## src/rtl/interlocked_seq_pkg.sv

```systemverilog
package interlocked_seq_pkg;

    typedef enum logic [1:0] {
        PH_IDLE = 2'b00,
        PH_A    = 2'b01,
        PH_GAP  = 2'b10,
        PH_B    = 2'b11
    } phase_e;

    function automatic int unsigned max_u(input int unsigned x, input int unsigned y);
        return (x > y) ? x : y;
    endfunction

endpackage

```

## src/rtl/seq_start_latch.sv

```systemverilog
module seq_start_latch (
    input  logic clk,
    input  logic rst,
    input  logic go,
    input  logic halt,
    input  logic idle,
    output logic req
);
    typedef struct packed {
        logic req;
    } latch_s;

    latch_s r_d, r_q;

    always_comb begin
        r_d = r_q;
        if (halt) begin
            r_d.req = 1'b0;
        end else if (!idle) begin
            r_d.req = 1'b0;
        end else if (go) begin
            r_d.req = 1'b1;
        end
    end

    always_ff @(posedge clk) begin
        if (rst) begin
            r_q <= '0;
        end else begin
            r_q <= r_d;
        end
    end

    assign req = r_q.req;
endmodule

```

## src/rtl/seq_interval.sv

```systemverilog
module seq_interval #(
    parameter int unsigned CNT_W = 15
) (
    input  logic             clk,
    input  logic             rst,
    input  logic             tick,
    input  logic             clear,
    output logic [CNT_W-1:0] count
);
    localparam logic [CNT_W-1:0] CNT_TOP = '1;

    typedef struct packed {
        logic [CNT_W-1:0] cnt;
    } cnt_s;

    cnt_s c_d, c_q;

    always_comb begin
        c_d = c_q;
        if (clear) begin
            c_d.cnt = '0;
        end else if (tick && (c_q.cnt != CNT_TOP)) begin
            c_d.cnt = c_q.cnt + 1'b1;
        end
    end

    always_ff @(posedge clk) begin
        if (rst) begin
            c_q <= '0;
        end else begin
            c_q <= c_d;
        end
    end

    assign count = c_q.cnt;
endmodule

```

## src/rtl/seq_phase_fsm.sv

```systemverilog
module seq_phase_fsm
    import interlocked_seq_pkg::*;
#(
    parameter int unsigned A_TICKS   = 30000,
    parameter int unsigned GAP_TICKS = 500,
    parameter int unsigned CNT_W     = 15
) (
    input  logic             clk,
    input  logic             rst,
    input  logic             tick,
    input  logic             halt,
    input  logic             req,
    input  logic [CNT_W-1:0] count,
    output phase_e           phase,
    output logic             change
);
    localparam logic [CNT_W-1:0] A_LAST   = CNT_W'(A_TICKS - 1);
    localparam logic [CNT_W-1:0] GAP_LAST = CNT_W'(GAP_TICKS - 1);

    typedef struct packed {
        phase_e ph;
    } fsm_s;

    fsm_s f_d, f_q;
    logic a_done, gap_done;

    always_comb begin
        a_done   = tick && (count == A_LAST);
        gap_done = tick && (count == GAP_LAST);
        f_d      = f_q;
        if (halt) begin
            f_d.ph = PH_IDLE;
        end else begin
            unique case (f_q.ph)
                PH_IDLE: if (req)      f_d.ph = PH_A;
                PH_A:    if (a_done)   f_d.ph = PH_GAP;
                PH_GAP:  if (gap_done) f_d.ph = PH_B;
                PH_B:    f_d.ph = PH_B;
                default: f_d.ph = PH_IDLE;
            endcase
        end
    end

    always_ff @(posedge clk) begin
        if (rst) begin
            f_q <= '{ph: PH_IDLE};
        end else begin
            f_q <= f_d;
        end
    end

    assign phase  = f_q.ph;
    assign change = (f_d.ph != f_q.ph);
endmodule

```

## src/rtl/seq_drive_lock.sv

```systemverilog
module seq_drive_lock
    import interlocked_seq_pkg::*;
(
    input  logic [1:0] phase_bits,
    output logic       drv_a,
    output logic       drv_b
);
    logic want_a, want_b;

    always_comb begin
        want_a = (phase_bits == PH_A);
        want_b = (phase_bits == PH_B);
        drv_a  = want_a & ~want_b;
        drv_b  = want_b & ~want_a;
    end
endmodule

```

## src/rtl/interlocked_seq.sv

```systemverilog
module interlocked_seq
    import interlocked_seq_pkg::*;
#(
    parameter int unsigned A_TICKS   = 30000,
    parameter int unsigned GAP_TICKS = 500
) (
    input  logic       clk,
    input  logic       rst,
    input  logic       tick_ms,
    input  logic       btn_go,
    input  logic       btn_halt,
    output logic       drive_a,
    output logic       drive_b,
    output logic [1:0] phase_o
);
    localparam int unsigned LONGEST = max_u(A_TICKS, GAP_TICKS);
    localparam int unsigned CNT_W   = $clog2(LONGEST + 1);

    logic             req;
    logic             change;
    logic [CNT_W-1:0] count;
    phase_e           phase;

    seq_start_latch u_latch (
        .clk  (clk),
        .rst  (rst),
        .go   (btn_go),
        .halt (btn_halt),
        .idle (phase == PH_IDLE),
        .req  (req)
    );

    seq_interval #(.CNT_W(CNT_W)) u_interval (
        .clk   (clk),
        .rst   (rst),
        .tick  (tick_ms),
        .clear (change),
        .count (count)
    );

    seq_phase_fsm #(
        .A_TICKS   (A_TICKS),
        .GAP_TICKS (GAP_TICKS),
        .CNT_W     (CNT_W)
    ) u_fsm (
        .clk    (clk),
        .rst    (rst),
        .tick   (tick_ms),
        .halt   (btn_halt),
        .req    (req),
        .count  (count),
        .phase  (phase),
        .change (change)
    );

    seq_drive_lock u_lock (
        .phase_bits (phase),
        .drv_a      (drive_a),
        .drv_b      (drive_b)
    );

    assign phase_o = phase;
endmodule

```

## config.mk

```make
export PLATFORM = sky130hd
export DESIGN_NAME = interlocked_seq
export DESIGN_NICKNAME = d
export VERILOG_FILES = /design/src/rtl/interlocked_seq_pkg.sv /design/src/rtl/seq_start_latch.sv /design/src/rtl/seq_interval.sv /design/src/rtl/seq_phase_fsm.sv /design/src/rtl/seq_drive_lock.sv /design/src/rtl/interlocked_seq.sv
export SDC_FILE = /design/constraint.sdc
export NUM_CORES = 1
export LEC_CHECK = 0
export ABC_CLOCK_PERIOD_IN_PS = 2110
export BUFFER_PORTS_ARGS = -buffer_cell sky130_fd_sc_hd__buf_2
export CORE_AREA = 5 5 51 53
export DETAILED_ROUTE_END_ITERATION = 10
export DIE_AREA = 0 0 56 58
export HOLD_SLACK_MARGIN = 0.1
export PLACE_DENSITY = 0.65
export SYNTH_ARGS = -nofsm -noshare
export SYNTH_HDL_FRONTEND = slang
export SYNTH_SLANG_ARGS = --single-unit
```

## constraint.sdc

```tcl
create_clock -name clk -period 2.11 [get_ports clk]
set_clock_uncertainty 0.05 [all_clocks]
set_input_delay 0.211 -clock clk [delete_from_list [all_inputs] [get_ports clk]]
set_output_delay 0.211 -clock clk [all_outputs]
set_load 0.1 [all_outputs]
```

==> impl_metrics.yaml <==
worst_hold_path:
  hold_path.class: "primary input to flip-flop"
route:
  wirelength_um: 2340
  ant_nets: 0
  drt-wirelength-per-cell_um: 14.4
  via_count: 977
  dr.pass1.iters: 4
  drt_iter0_drc: 24
  drc: 0
  vias_per_cell: 6.03
clock_network:
  holdBufCountCts: 0
  clk_latency_ps: 290
  clk_path_buf_depth: 2
  clk_pin_slew_ps: 100
  cts_root_buf: "clkbuf_4"
  cts_tree: "built"
  cts_max_level: 1
  cts_buffers: 3
  cts_sinks: 18
setup_path:
  crit_required_ps: 2240
  arrival_ps: 2120
  critPathKind: "flip-flop to flip-flop"
  cp-start-kind: "flip-flop"
  path_max_fanout: 8
  critPathCaptureType: "flip-flop"
power_and_ir_drop:
  clkPwrFrac_pct: 29.8
  intPower_uw: 436
  swShare_pct: 25.0
  total_power_uw: 582
  cellLeakagePower_uw: 0.000377
  ir_drop_uv: 283
  combPwrFrac_pct: 10.2
  p_switching_uw: 145
  power_density_nw_per_um2: 497
  p_seq_share_pct: 60.0
sta:
  fin_crit_ps: 1990
  drv_slew: 0
  period_share_pct: 94.4
  worst_pin_slew_ps: 486
  slew_headroom_pct: 67.8
  hold_violations: 0
  fmax_ghz: 0.502
  rsz0062_at_grt: "yes"
  setup-tns-final_ps: 0
  setup_viol: 0
run:
  cap_violations: 0
floorplanning:
  dieWidth_um: 56
  die_area_um2: 3250
  rows: 17
  die_h_um: 58
  start_util_pct: 46.1
  ios: 9
  coreArea_um2: 2110
grt:
  overflow: 0
  grt_use_met3_pct: 2.23
  grt_pass1_vias: 933
  use_met2_pct: 26.0
  busiest_layer: "met2"
  grt_max_degree: 15
  gr-usage-met1_pct: 19.9
  antenna_found_initial: 0
  grt_pass1_wl_um: 4080
  grt_usage_pct: 15.5
layout:
  design_area_um2: 1170
  n_antenna_cell: 0
  finalNetCount: 142
  layout-drive-gt1-share_pct: 28.4
  syn2layout_area_growth_pct: 20.6
logic_synthesis:
  syn-cell-area_um2: 971
  synth_warnings: 0
  synth.net_count: 118
  seq_area_frac_synth_pct: 37.1
  synthCells: 112
  ys_ff_latch: 18
  yosysUniqueCellTypes: 36
  avgSynthCellArea_um2: 8.67
placed_design:
  hpwlAfterDp_um: 1720
  globalplace.congestion: 0.814
  placed_area_um2: 1140
  io_buffers: 8
status:
  outcome: "finished clean"
area by class of cell:
class                           instances  area [um^2]
Clock buffer                            3         22.5
Timing Repair Buffer                   22          145
Sequential cell                        18          362
Multi-Input combinational cell         86          588
Tap cell                               28         35.0
Fill cell                             200          935
Inverter                                5         18.8
synthesized netlist by cell type:
cell type  number  area, um^2
nor3_1          5        25.0
nor4b_1         2        17.5
or4_4           1        11.3
clkbuf_1        1        3.75
nand2_1         5        18.8
a211oi_1        5        37.5
or4_1           3        22.5
o21ai_0         8        40.0
o211ai_4        1        21.3
xor2_1          1        8.76
buf_6           1        11.3
or2_2           2        12.5
a31oi_1         1        6.26
o41ai_1         2        17.5
or3_2           1        7.51
nor4_1          3        18.8
mux2i_1         1        10.0
buf_2           1        5.00
a2111oi_0       2        17.5
a21oi_1         6        30.0
and4_1          1        8.76
ha_1            1        12.5
o31ai_1         2        15.0
nand4_1         5        31.3
and4_2          1        10.0
or3_1           8        50.1
inv_1           5        18.8
o41ai_2         1        16.3
nand4bb_1       1        11.3
dfxtp_1        18         360
or4b_2          1        10.0
a21boi_0        1        7.51
or4bb_1         1        11.3
nor2_1          7        26.3
nand3_1         6        30.0
a311oi_1        1        8.76
routing by layer:
layer	routed length, um	share of wire (%)	vias up
met4	20	0.86	0
li1	-	-	491
met1	1110	47	465
met5	0	0	-
met3	123	5.3	2
met2	1080	46	19
placed cells by master (no fill, tap or decap), types with 2 or more instances in the layout:
cell	count
nor4b_1	2
nor4_1	2
clkbuf_4	3
nor2_2	2
nand2_1	5
or2_2	2
a2111oi_0	2
o41ai_1	2
nor2_1	5
buf_2	8
or4_1	3
o21ai_0	8
dfxtp_1	17
a211oi_1	5
nand3_1	6
o31ai_1	2
nand4_1	5
a21oi_1	6
inv_1	5
or3_1	8
buf_4	14
nor3_1	4
kinds of logic (layout without fill, tap and decap cells):
kind of cell               count (synthesis)  after routing  synth area share, %
buffers and inverters                      8             30                 3.99
DFF                                       18             18                 37.1
xor gates and xnor gates                   1              1                0.902
adders and majority gates                  1              1                 1.29
AOI/OAI and AO/OA                         30             30                 22.4
and+or+nand+nor                           53             53                 33.2
muxes                                      1              1                 1.03
worst max-delay path, cell delays in order (launching register included):
cell and delay (ps):
dfxtp_1 320, or4_1 520, or4_4 550, o211ai_4 200, buf_4 190, a211oi_1 60
flip-flops by register name, indices dropped and copies added (netlist names):
signal	count
u_latch.req	1
u_fsm.phase	2
u_interval.count	15
timing repair:
item	4_1_cts	5_1_grt
endpoints found under the setup margin	0	3
buffers inserted	0	0
resized for setup	0	2
power groups by stage:
| stage | registers (uW) | logic (uW) | clock network [uW] |
|---|---|---|---|
| after floorplan | 362 | 31.7 | 0 |
| after global placement | 356 | 57.6 | 0 |
| after detailed placement | 357 | 59.2 | 0 |
| after CTS | 349 | 59.6 | 180 |
| after global routing | 350 | 65.0 | 196 |
| final | 349 | 59.6 | 173 |
path summary, 6_finish.rpt:
| path | start | to | slack (ps) | cells after the start |
|---|---|---|---|---|
| max | u_interval.count[2] | u_interval.count[5] | 120 | 5 |
| min | btn_go | u_latch.req | 130 | 3 |
| max reg2reg | u_interval.count[2] | u_interval.count[5] | 120 | 5 |
| min reg2reg | u_interval.count[11] | u_interval.count[11] | 450 | 2 |
stage by stage:
stage                     utilization [%]  worst slack (ps)  cells  hold WS, ps
after detailed placement             54.0               120    159          436
after CTS                            55.1              98.4    162          113
final                                55.6               118    162          126
after floorplan                         -              -237    112          324
after global routing                 55.6             -13.5    162          111
after global placement               54.0               149    159          430
No activity file was read; power rests on OpenSTA's default activity.
